==> config.mk <==
export PLATFORM = sky130hd
export DESIGN_NAME = asram_ctrl
export DESIGN_NICKNAME = d
export VERILOG_FILES = /design/src/rtl/asram_pkg.sv /design/src/rtl/asram_ctrl_fsm.sv /design/src/rtl/asram_ctrl_dp.sv /design/src/rtl/asram_ctrl.sv
export SDC_FILE = /design/constraint.sdc
export NUM_CORES = 1
export LEC_CHECK = 0
export BUFFER_PORTS_ARGS = -buffer_cell sky130_fd_sc_hd__buf_4
export CAP_MARGIN = 5
export CORE_MARGIN = 2
export CORE_UTILIZATION = 51
export DETAILED_ROUTE_END_ITERATION = 10
export GPL_TIMING_DRIVEN = 0
export PLACE_DENSITY = 0.84
export SETUP_SLACK_MARGIN = 0.1
export SYNTH_ARGS = -nofsm -noshare
export SYNTH_HDL_FRONTEND = slang
export SYNTH_SLANG_ARGS = --single-unit
==> constraint.sdc <==
create_clock -name clk -period 2.65 [get_ports clk]
set_input_delay 0.1325 -clock clk [delete_from_list [all_inputs] [get_ports clk]]
set_output_delay 0.1325 -clock clk [all_outputs]
set_load 0.01 [all_outputs]
==> src/rtl/asram_pkg.sv <==
`timescale 1ns/1ps
package asram_pkg;

  typedef enum logic [2:0] {
    sIdle,
    sRdAccess,
    sRdTurn,
    sWrSetup,
    sWrPulse,
    sWrHold
  } ctlState_e;

  // strobes from control to datapath
  typedef struct packed {
    logic loadReq;
    logic capture;
    logic driveBus;
  } dpStrobe_t;

  // clock cycles covering a time in picoseconds, never below one
  function automatic int cyclesFor(input int ps, input int clkPs);
    int c;
    c = (ps + clkPs - 1) / clkPs;
    if (c < 1) c = 1;
    return c;
  endfunction

  function automatic int maxOf3(input int a, input int b, input int c);
    int m;
    m = (a > b) ? a : b;
    return (m > c) ? m : c;
  endfunction

endpackage

==> src/rtl/asram_ctrl_fsm.sv <==
`timescale 1ns/1ps
module asram_ctrl_fsm
  import asram_pkg::*;
#(
  parameter int CLK_PS  = 4000,
  parameter int T_RC_PS = 55000,
  parameter int T_AA_PS = 55000,
  parameter int T_OE_PS = 30000,
  parameter int T_HZ_PS = 25000,
  parameter int T_WP_PS = 45000
) (
  input  logic      clk,
  input  logic      rstN,
  input  logic      reqValid,
  input  logic      reqWrite,
  output logic      ready,
  output logic      done,
  output dpStrobe_t strobe,
  output logic      memCeN,
  output logic      memCe2,
  output logic      memOeN,
  output logic      memWeN
);

  localparam int RD_CYC  = maxOf3(cyclesFor(T_RC_PS, CLK_PS),
                                  cyclesFor(T_AA_PS, CLK_PS),
                                  cyclesFor(T_OE_PS, CLK_PS));
  localparam int HZ_CYC  = cyclesFor(T_HZ_PS, CLK_PS);
  localparam int WP_CYC  = cyclesFor(T_WP_PS, CLK_PS);
  localparam int MAX_CYC = maxOf3(RD_CYC, HZ_CYC, WP_CYC);
  localparam int CNT_W   = $clog2(MAX_CYC + 1);

  ctlState_e        state, nextState;
  logic [CNT_W-1:0] cnt, nextCnt;
  logic             cntZero;
  logic             selected;

  assign cntZero = (cnt == '0);

  always_comb begin
    nextState = state;
    nextCnt   = cnt;
    unique case (state)
      sIdle: begin
        if (reqValid) begin
          if (reqWrite) begin
            nextState = sWrSetup;
          end else begin
            nextState = sRdAccess;
            nextCnt   = CNT_W'(RD_CYC - 1);
          end
        end
      end
      sRdAccess: begin
        if (cntZero) begin
          nextState = sRdTurn;
          nextCnt   = CNT_W'(HZ_CYC - 1);
        end else begin
          nextCnt = cnt - 1'b1;
        end
      end
      sRdTurn: begin
        if (cntZero) nextState = sIdle;
        else         nextCnt   = cnt - 1'b1;
      end
      sWrSetup: begin
        nextState = sWrPulse;
        nextCnt   = CNT_W'(WP_CYC - 1);
      end
      sWrPulse: begin
        if (cntZero) nextState = sWrHold;
        else         nextCnt   = cnt - 1'b1;
      end
      sWrHold: nextState = sIdle;
      default: nextState = sIdle;
    endcase
  end

  always_ff @(posedge clk or negedge rstN) begin
    if (!rstN) begin
      state <= sIdle;
      cnt   <= '0;
      done  <= 1'b0;
    end else begin
      state <= nextState;
      cnt   <= nextCnt;
      done  <= strobe.capture || (state == sWrHold);
    end
  end

  assign selected = (state == sRdAccess) || (state == sWrSetup) ||
                    (state == sWrPulse)  || (state == sWrHold);

  always_comb begin
    strobe.loadReq  = (state == sIdle) && reqValid;
    strobe.capture  = (state == sRdAccess) && cntZero;
    strobe.driveBus = (state == sWrSetup) || (state == sWrPulse) ||
                      (state == sWrHold);
  end

  assign ready  = (state == sIdle);
  assign memCeN = !selected;
  assign memCe2 = selected;
  assign memOeN = (state != sRdAccess);
  assign memWeN = (state != sWrPulse);

endmodule

==> src/rtl/asram_ctrl_dp.sv <==
`timescale 1ns/1ps
module asram_ctrl_dp
  import asram_pkg::*;
#(
  parameter int ADDR_W = 20,
  parameter int DATA_W = 8
) (
  input  logic              clk,
  input  logic              rstN,
  input  dpStrobe_t         strobe,
  input  logic [ADDR_W-1:0] reqAddr,
  input  logic [DATA_W-1:0] reqWdata,
  input  logic [DATA_W-1:0] memDin,
  output logic [ADDR_W-1:0] memAddr,
  output logic [DATA_W-1:0] memDout,
  output logic              memDoutEn,
  output logic [DATA_W-1:0] rdData
);

  logic [ADDR_W-1:0] addrReg;
  logic [DATA_W-1:0] wdataReg;
  logic [DATA_W-1:0] rdReg;

  always_ff @(posedge clk or negedge rstN) begin
    if (!rstN) begin
      addrReg  <= '0;
      wdataReg <= '0;
    end else if (strobe.loadReq) begin
      addrReg  <= reqAddr;
      wdataReg <= reqWdata;
    end
  end

  always_ff @(posedge clk or negedge rstN) begin
    if (!rstN)               rdReg <= '0;
    else if (strobe.capture) rdReg <= memDin;
  end

  assign memAddr   = addrReg;
  assign memDout   = wdataReg;
  assign memDoutEn = strobe.driveBus;
  assign rdData    = rdReg;

endmodule

==> src/rtl/asram_ctrl.sv <==
`timescale 1ns/1ps
module asram_ctrl
  import asram_pkg::*;
#(
  parameter int ADDR_W  = 20,
  parameter int DATA_W  = 8,
  parameter int CLK_PS  = 4000,
  parameter int T_RC_PS = 55000,
  parameter int T_AA_PS = 55000,
  parameter int T_OE_PS = 30000,
  parameter int T_HZ_PS = 25000,
  parameter int T_WP_PS = 45000
) (
  input  logic              clk,
  input  logic              rstN,
  input  logic              reqValid,
  input  logic              reqWrite,
  input  logic [ADDR_W-1:0] reqAddr,
  input  logic [DATA_W-1:0] reqWdata,
  output logic              ready,
  output logic              done,
  output logic [DATA_W-1:0] rdData,
  output logic [ADDR_W-1:0] memAddr,
  output logic              memCeN,
  output logic              memCe2,
  output logic              memOeN,
  output logic              memWeN,
  output logic [DATA_W-1:0] memDout,
  output logic              memDoutEn,
  input  logic [DATA_W-1:0] memDin
);

  dpStrobe_t strobe;

  asram_ctrl_fsm #(
    .CLK_PS (CLK_PS),
    .T_RC_PS(T_RC_PS),
    .T_AA_PS(T_AA_PS),
    .T_OE_PS(T_OE_PS),
    .T_HZ_PS(T_HZ_PS),
    .T_WP_PS(T_WP_PS)
  ) fsm_i (
    .clk     (clk),
    .rstN    (rstN),
    .reqValid(reqValid),
    .reqWrite(reqWrite),
    .ready   (ready),
    .done    (done),
    .strobe  (strobe),
    .memCeN  (memCeN),
    .memCe2  (memCe2),
    .memOeN  (memOeN),
    .memWeN  (memWeN)
  );

  asram_ctrl_dp #(
    .ADDR_W(ADDR_W),
    .DATA_W(DATA_W)
  ) dp_i (
    .clk      (clk),
    .rstN     (rstN),
    .strobe   (strobe),
    .reqAddr  (reqAddr),
    .reqWdata (reqWdata),
    .memDin   (memDin),
    .memAddr  (memAddr),
    .memDout  (memDout),
    .memDoutEn(memDoutEn),
    .rdData   (rdData)
  );

endmodule

==> results.py, run 1 <==
metrics = {
    "status": {
        "status": "completed",
    },
    "logic_synthesis": {
        "ys_seq_area_share_pct": 54.39,
        "synth_top_area_share_pct": 54.39,
        "syn_nets": 193,
        "synth_area_leaders": "dfrtp_1 54%, mux2_2 16%, mux2_4 5.9%",
        "synth_cell_types": 37,
        "ys_seq_elements": 44,
        "syn_area_per_cell_um2": 13.41,
        "synth-main-ff-cell": "dfrtp_1",
        "synth_area_um2": 2024,
        "syn_inst": 151,
        "async_flop_share_pct": 100.0,
        "yosysWarningCount": 0,
        "synth-edff-count": 0,
        "synth_top_area_cell": "dfrtp_1",
    },
    "floorplanning": {
        "fp.dieArea_um2": 4490,
        "die_w_um": 67.01,
        "die_y_um": 67.01,
        "core-area_um2": 3744,
        "rows": 22,
        "io_pins": 83,
        "initial_core_util_pct": 54.08,
    },
    "critical_path": {
        "reg2reg_from": "fsm_i.cnt[0]$_DFFE_PN0P_",
        "r2r_cells": 6,
        "worstSetupPathType": "register to register",
        "setup.worst_path.start_class": "register",
        "rrSetupSlack_ns": 0.63,
        "cp_data_arrival_time_ns": 2.21,
        "end_kind": "register",
        "timing.rr.end": "fsm_i.cnt[3]$_DFFE_PN0P_",
        "cp.required_ns": 2.84,
        "cp_max_fo": 9,
    },
    "clock_tree": {
        "clk_latency_ns": 0.29,
        "htree_num_levels": 2,
        "cts_setup_buffers": 0,
        "ctsLongestPathBuffers": 2,
        "cts-resized-gates": 0,
        "cts_buffers": 5,
        "ctsHoldBuffers": 1,
        "tritoncts": "built",
        "clockRootBuffer": "clkbuf_8",
        "cts.sinks": 44,
        "path_clk_slew_ns": 0.08,
    },
    "placed_design": {
        "gp_congestion": 0.8572,
        "pre_cts_ws_ns": 0.6769,
        "numPortBuffers": 82,
        "place_hpwl_mm": 3.394,
    },
    "sta": {
        "rsz0062_at_grt": "false",
        "max_freq_ghz": 0.4958,
        "hold_violations": 0,
        "final.setup.tns_ns": 0,
        "finalSetupViolCount": 0,
        "fin_skew_ns": 0.003986,
        "post-route-period-util_pct": 76.11,
        "maxSlewViolCount": 0,
        "maxSlewHeadroom_pct": 56.66,
        "fin_crit_ns": 2.017,
        "tightest_slew_ns": 0.6473,
        "setup_ws_ns": 0.6330,
    },
    "detailed_routing": {
        "wl_per_cell_um": 15.36,
        "wl_mm": 4.454,
        "routed_via_density": 5.214,
        "first_iter_violations": 81,
        "ant_nets": 0,
        "drt_first_pass_iters": 4,
        "dr_total_vias": 1512,
        "drc_errors": 0,
    },
    "final_layout": {
        "layout_commonest_cell": "buf_4",
        "drive_gt1_share_pct": 58.26,
        "layout_common_cells": "84 x buf_4, 44 x dfrtp_1, 28 x mux2_2",
        "n_antenna_cell": 0,
        "synthToLayoutAreaGrowth_pct": 38.50,
        "layout.nets": 283,
    },
    "pwr": {
        "p_leak_nw": 1.346,
        "p_per_area_nw_per_um2": 1222,
        "finalPower_mw": 3.425,
        "ir_drop_uv": 703.7,
    },
    "grt": {
        "antenna_found_initial": 0,
        "grt_pass1_wl_mm": 6.941,
        "grt_pass1_vias": 1506,
        "gr-usage-all-layers_pct": 21.07,
        "grt_max_degree": 45,
        "gr-total-overflow": 0,
    },
    "worst_hold_path": {
        "hold-path-endpoint": "dp_i.rdData[6]$_DFFE_PN0P_",
        "worstHoldPathType": "input pin to register",
        "hp-start": "memDin[6]",
        "min_path_cells": 2,
    },
    "run": {
        "max-cap-violations": 0,
    },
}
-- logic make-up after synthesis --
| kind of cell | after synthesis | share of synthesized area (%) |
|---|---|---|
| buffers and inverters | 15 | 5.067 |
| XOR/XNOR | 1 | 0.4327 |
| AO/OA/AOI/OAI | 22 | 8.282 |
| multiplexers | 36 | 21.51 |
| AND/OR/NAND/NOR | 31 | 9.086 |
| flip-flops | 44 | 54.39 |
| adder cells (fa/ha/maj) | 2 | 1.236 |
-- power by group --
group | switching [mW] | total [mW] | internal [mW]
clock network | 0.218 | 0.430 | 0.212
registers | 0.188 | 1.20 | 1.01
logic | 0.768 | 1.79 | 1.03
-- registers in the layout (all words and copies together), names as in the netlist --
name and flops:
dp_i.memAddr 20, dp_i.memDout 8, fsm_i.cnt 4, fsm_i.state 3
dp_i.rdData 8, fsm_i.done 1
-- worst max-delay path by stage --
| stage | start | to | slack [ns] | cells after the start |
|---|---|---|---|---|
| floorplan | fsm_i.cnt[0]$_DFFE_PN0P_ | fsm_i.cnt[0]$_DFFE_PN0P_ | 0.87 | 7 |
| global placement | fsm_i.cnt[0]$_DFFE_PN0P_ | fsm_i.cnt[3]$_DFFE_PN0P_ | 0.69 | 6 |
| detailed placement | fsm_i.cnt[0]$_DFFE_PN0P_ | fsm_i.cnt[3]$_DFFE_PN0P_ | 0.68 | 6 |
| CTS | fsm_i.cnt[0]$_DFFE_PN0P_ | fsm_i.cnt[3]$_DFFE_PN0P_ | 0.63 | 6 |
| global route | fsm_i.cnt[0]$_DFFE_PN0P_ | fsm_i.cnt[3]$_DFFE_PN0P_ | 0.50 | 6 |
| finish | fsm_i.cnt[0]$_DFFE_PN0P_ | fsm_i.cnt[3]$_DFFE_PN0P_ | 0.63 | 6 |
-- synthesized netlist by cell type (3+ instances only) --
| master | number |
|---|---|
| inv_1 | 4 |
| mux2_2 | 28 |
| mux2_4 | 8 |
| dfrtp_1 | 44 |
| nand2b_1 | 3 |
| nor2_1 | 6 |
| buf_6 | 5 |
| or3_1 | 3 |
| a21oi_1 | 5 |
| nand2_1 | 7 |
| a211oi_1 | 3 |
| clkbuf_1 | 3 |
-- through the flow --
| step | instances | hold slack (ns) | util (%) | cell area, um2 |
|---|---|---|---|---|
| after floorplan | 151 | -0.1631 | - | 2024 |
| after global placement | 281 | 0.1585 | 72.13 | 2700 |
| after detailed placement | 281 | 0.1520 | 72.13 | 2700 |
| after CTS | 290 | 0.05735 | 74.90 | 2804 |
| after global routing | 290 | 0.05423 | 74.90 | 2804 |
| final | 290 | 0.06455 | 74.90 | 2804 |
-- routing by layer --
layer  global-route usage [%]  routed length, um  vias up
li1                         -                  -      716
met1                    25.69               1844      731
met2                    35.02               2141       57
met3                    7.095                401        8
met4                    6.633                 66        0
met5                        0                  0        -
-- cell type report --
type | count | area (um2)
fillers | 270 | 939.7
multi-input cells | 92 | 820.8
clock inverters | 1 | 7.507
well taps | 48 | 60.06
repair buffers | 83 | 625.6
clock buffers | 7 | 86.33
plain buffers | 11 | 87.58
flip-flops and latches | 44 | 1101
inverters | 4 | 15.01
-- critical path, stage by stage, from the launching register on --
cell and delay [ns]:
dfrtp_1 0.41, inv_1 0.14, ha_1 0.18, nor3b_2 0.55
o221ai_1 0.19, a32o_1 0.27, a31o_1 0.18
Power figures use the tool's default switching activity.
==> inputs of run 2 (changes only) <==
Settings changed: CORE_UTILIZATION 51 to 43, PLACE_DENSITY 0.84 to 0.75.
Clock period 2.65 ns to 1.8 ns, I/O delays scaled along.
==> results.py, run 2 (synthesis results as in run 1) <==
metrics = {
    "critical_path": {
        "timing.rr.end": "fsm_i.cnt[0]$_DFFE_PN0P_",
        "cp_max_fo": 4,
        "r2r_cells": 7,
        "reg2reg_from": "fsm_i.cnt[1]$_DFFE_PN0P_",
        "cp.required_ns": 1.99,
        "cp-startpoint": "fsm_i.cnt[1]$_DFFE_PN0P_",
        "setup.worst_path.start_class": "register",
        "critPathCapture": "fsm_i.cnt[0]$_DFFE_PN0P_",
        "worstSetupPathType": "register to register",
        "rrSetupSlack_ns": 0.02,
        "cp_data_arrival_time_ns": 1.97,
        "end_kind": "register",
    },
    "clock_tree": {
        "cts.sinks": 44,
        "clk_latency_ns": 0.30,
        "cts_buffers": 5,
        "path_clk_slew_ns": 0.08,
        "ctsLongestPathBuffers": 2,
        "tritoncts": "built",
        "clockRootBuffer": "clkbuf_8",
        "htree_num_levels": 2,
    },
    "final_layout": {
        "layout.nets": 291,
        "largest_reg_flops": 20,
        "stdcell_area_um2": 2988,
        "layout_common_cells": "92 x buf_4, 44 x dfrtp_1, 28 x mux2_2",
        "final_util_pct": 67.23,
        "n_antenna_cell": 0,
        "layout_commonest_cell": "buf_4",
        "synthToLayoutAreaGrowth_pct": 47.59,
        "drive_gt1_share_pct": 66.00,
    },
    "detailed_routing": {
        "dr_total_vias": 1564,
        "wl_mm": 4.786,
        "ant_nets": 0,
        "drt_first_pass_iters": 5,
        "drc_errors": 0,
        "first_iter_violations": 94,
        "wl_per_cell_um": 15.85,
        "routed_via_density": 5.179,
    },
    "status": {
        "status": "completed",
    },
    "grt": {
        "gr-usage-all-layers_pct": 18.24,
        "gr-total-overflow": 0,
        "grt_pass1_vias": 1427,
        "grt_max_degree": 45,
        "grt_pass1_wl_mm": 7.341,
        "antenna_found_initial": 0,
    },
    "sta": {
        "post-route-period-util_pct": 98.64,
        "fin_skew_ns": 0.003524,
        "maxSlewHeadroom_pct": 63.64,
        "fin_crit_ns": 1.776,
        "hold_violations": 0,
        "max_freq_ghz": 0.5632,
        "final.setup.tns_ns": 0,
        "maxSlewViolCount": 0,
        "finalSetupViolCount": 0,
        "rsz0062_at_grt": "true",
        "tightest_slew_ns": 0.5453,
    },
    "floorplanning": {
        "die_w_um": 72.62,
        "fp.dieArea_um2": 5273,
        "die_y_um": 72.62,
        "core-area_um2": 4444,
        "io_pins": 83,
        "initial_core_util_pct": 45.55,
        "rows": 24,
    },
    "pwr": {
        "p_per_area_nw_per_um2": 1830,
        "p_leak_nw": 1.423,
        "ir_drop_uv": 919.2,
    },
    "placed_design": {
        "place_hpwl_mm": 3.332,
        "gp_congestion": 0.7949,
        "placed_cell_area_um2": 2725,
        "numPortBuffers": 82,
    },
    "run": {
        "max-cap-violations": 0,
    },
    "worst_hold_path": {
        "worstHoldPathType": "input pin to register",
    },
}
==> run 2: worst min path at each step <==
stage / cells past startpoint / startpoint / slack (ns) / to
2_1_floorplan: 0 / rstN / -0.21 / dp_i.memAddr[0]$_DFFE_PN0P_
3_3_place_gp: 1 / rstN / 0.12 / dp_i.memAddr[6]$_DFFE_PN0P_
3_5_place_dp: 1 / rstN / 0.12 / dp_i.memAddr[6]$_DFFE_PN0P_
4_1_cts: 2 / reqAddr[17] / 0.01 / dp_i.memAddr[17]$_DFFE_PN0P_
5_1_grt: 2 / memDin[2] / 0.006 / dp_i.rdData[2]$_DFFE_PN0P_
6_report: 2 / reqAddr[17] / 0.02 / dp_i.memAddr[17]$_DFFE_PN0P_
==> run 2: final cells by class <==
type,count,area [um2]
plain buffers,11,100.1
clock buffers,5,68.82
repair buffers,91,685.7
well taps,52,65.06
multi-input cells,92,909.6
inverters,4,15.01
clock inverters,3,42.54
fillers,344,1456
flip-flops and latches,44,1101
==> run 2: repair_timing <==
action | CTS | global route
endpoints found under the hold margin | 44 | 0
setup endpoints to repair | 13 | 38
hold buffers | 1 | 0
gates resized for setup | 7 | 15
buffers inserted | 6 | 2
pin swaps | 2 | 3
==> run 2: routing by layer <==
layer	up-vias	wire [um]	GRT usage (%)
met5	-	0	0
met1	758	1962	24.68
li1	734	-	-
met2	65	2362	28.48
met3	7	398	5.387
met4	0	63	5.556
==> run 2: worst max-delay path: stages, from the launching register on <==
cell and delay (ns):
dfrtp_1 0.39, inv_2 0.08, ha_4 0.13, or3b_4 0.37, buf_6 0.14, a31oi_4 0.18
o21ai_4 0.10, o221a_2 0.27
==> run 2: where the power goes <==
| group | switching (mW) | total, mW | internal (mW) |
|---|---|---|---|
| clock network | 0.340 | 0.751 | 0.411 |
| logic | 1.25 | 2.93 | 1.68 |
| registers | 0.293 | 1.79 | 1.49 |
==> run 2: per-stage QoR <==
step | cells | setup slack, ns | hold WS (ns) | total power [mW]
floorplan | 151 | 0.08122 | -0.2056 | 3.355
global placement | 285 | -0.02740 | 0.1211 | 4.412
detailed placement | 285 | -0.05654 | 0.1160 | 4.485
CTS | 300 | 0.004205 | 0.009922 | 5.371
global route | 302 | -0.04649 | 0.005909 | 5.816
finish | 302 | 0.02447 | 0.01797 | 5.468
==> inputs of run 3 (changes only) <==
Settings changed: CELL_PAD_IN_SITES_DETAIL_PLACEMENT set to 1, CELL_PAD_IN_SITES_GLOBAL_PLACEMENT set to 1, CORE_UTILIZATION 43 to 33, PLACE_DENSITY 0.75 to unset, PLACE_DENSITY_LB_ADDON set to 0.1.
==> results.py, run 3 (synthesis results as in run 1) <==
metrics = {
    "critical_path": {
        "cp-startpoint": "fsm_i.cnt[0]$_DFFE_PN0P_",
        "cp_cell_sequence": "inv_2 -> ha_4 -> or3b_4 -> buf_6 -> a31oi_4 -> o21ai_4 -> o221a_4",
        "crit_slowest_cell": "dfrtp_1",
        "reg2reg_from": "fsm_i.cnt[0]$_DFFE_PN0P_",
        "end_kind": "register",
        "worstSetupPathType": "register to register",
        "cp.buffers_inverters": 2,
        "rrSetupSlack_ns": 0.05,
        "cp_data_arrival_time_ns": 1.93,
        "crit_family": "compound AO/OA/AOI/OAI gates",
        "cp_max_fo": 5,
        "max_stage_delay_ns": 0.39,
        "setup.worst_path.start_class": "register",
        "r2r_cells": 7,
        "cp.required_ns": 1.98,
        "timing.rr.end": "fsm_i.cnt[0]$_DFFE_PN0P_",
    },
    "clock_tree": {
        "cts_buffers": 5,
        "path_clk_slew_ns": 0.08,
        "tritoncts": "built",
        "clockRootBuffer": "clkbuf_8",
        "ctsLongestPathBuffers": 2,
        "cts.sinks": 44,
        "clk_latency_ns": 0.29,
        "htree_num_levels": 2,
    },
    "run": {
        "max-cap-violations": 0,
    },
    "detailed_routing": {
        "wl_per_cell_um": 15.72,
        "wirelength_met1_mm": 2.172,
        "wl_mm": 5.108,
        "dr_total_vias": 1521,
        "drt_first_pass_iters": 4,
        "routed-wl-met3_um": 399,
        "drc_errors": 0,
        "first_iter_violations": 46,
        "highest_layer": "met4",
        "routed_via_density": 4.680,
        "wl_met2_mm": 2.492,
        "ant_nets": 0,
    },
    "final_layout": {
        "final_util_pct": 50.82,
        "multi_input_area_um2": 903.4,
        "layout_commonest_cell": "buf_4",
        "largest_reg_flops": 20,
        "final.fill_count": 645,
        "synthToLayoutAreaGrowth_pct": 48.64,
        "seq_area_um2": 1101,
        "drive_gt1_share_pct": 64.40,
        "layout_common_cells": "91 x buf_4, 44 x dfrtp_1, 28 x mux2_2",
        "n_antenna_cell": 0,
        "layout.nets": 291,
    },
    "floorplanning": {
        "core-area_um2": 5921,
        "io_pins": 83,
        "die_w_um": 82.33,
        "rows": 28,
        "initial_core_util_pct": 34.19,
        "die_y_um": 82.33,
        "fp.dieArea_um2": 6777,
    },
    "grt": {
        "gr-total-overflow": 0,
        "gr-usage-all-layers_pct": 15.32,
        "grt_max_degree": 45,
        "grt_pass1_wl_mm": 7.755,
        "grt_pass1_vias": 1541,
        "antenna_found_initial": 0,
    },
    "worst_hold_path": {
        "worstHoldPathType": "input pin to register",
        "hp-start": "memDin[5]",
        "min_path_cells": 2,
        "hold-path-endpoint": "dp_i.rdData[5]$_DFFE_PN0P_",
    },
    "pwr": {
        "p_per_area_nw_per_um2": 1817,
        "p_leak_nw": 1.425,
        "ir_drop_uv": 786.1,
    },
    "sta": {
        "fin_skew_ns": 0.005781,
        "fin_crit_ns": 1.749,
        "whs_ns": 0.02461,
        "maxSlewViolCount": 0,
        "rsz0062_at_grt": "true",
        "post-route-period-util_pct": 97.16,
        "hold_violations": 0,
        "tightest_slew_ns": 0.5477,
        "finalSetupViolCount": 0,
        "maxSlewHeadroom_pct": 63.49,
        "max_freq_ghz": 0.5718,
    },
    "placed_design": {
        "gp_congestion": 0.7307,
        "place_hpwl_mm": 3.568,
        "numPortBuffers": 82,
    },
    "status": {
        "status": "completed",
    },
}
run 3: layout make-up:
cell class              count  area share (%)
clock buffers               6           2.412
clock inverters             2           1.164
plain buffers              11           3.410
repair buffers             91           22.79
multi-input cells          92           30.02
flip-flops and latches     44           36.59
well taps                  75           3.118
inverters                   4          0.4990
run 3: metal layers:
metal  GRT usage (%)  vias to the layer above
li1                -                      727
met1           20.18                      738
met2           24.52                       54
met3           3.478                        2
met4           5.833                        0
met5               0                        -
run 3: worst max path at each step:
stage | to | slack (ns) | cells past startpoint
after floorplan | fsm_i.cnt[0]$_DFFE_PN0P_ | 0.08 | 7
after global placement | fsm_i.cnt[3]$_DFFE_PN0P_ | -0.09 | 6
after detailed placement | fsm_i.cnt[0]$_DFFE_PN0P_ | -0.05 | 7
after CTS | fsm_i.cnt[0]$_DFFE_PN0P_ | 0.004 | 7
after global routing | fsm_i.cnt[0]$_DFFE_PN0P_ | -0.007 | 7
final | fsm_i.cnt[0]$_DFFE_PN0P_ | 0.05 | 7
run 3: report_power, final:
| part | internal (mW) | switching [mW] |
|---|---|---|
| clock | 0.412 | 0.323 |
| sequential | 1.49 | 0.285 |
| combinational | 1.69 | 1.26 |
run 3: worst reg2reg max path: stages, from the launching register on:
cell and delay, ns:
dfrtp_1 0.39, inv_2 0.08, ha_4 0.13, or3b_4 0.37, buf_6 0.14, a31oi_4 0.16
o21ai_4 0.11, o221a_4 0.26
run 3: timing repair:
item                                   in CTS  in global routing
gates resized for setup                    10                 12
pin swaps                                   2                  2
hold buffers                                1                  0
buffers inserted                            7                  1
setup endpoints to repair                  33                 30
endpoints found under the hold margin      44                  0
run 3: per-stage QoR:
step | std cells | instance area (um2) | power, mW | TNS [ns] | setup WS, ns
after global routing | 325 | 3009 | 5.875 | -0.006514 | -0.006514
after detailed placement | 308 | 2754 | 4.521 | -0.1362 | -0.05381
after global placement | 308 | 2754 | 4.459 | -0.1412 | -0.08733
after floorplan | 151 | 2044 | 3.355 | 0 | 0.08122
final | 325 | 3009 | 5.467 | 0 | 0.05118
after CTS | 324 | 2965 | 5.433 | 0 | 0.003719
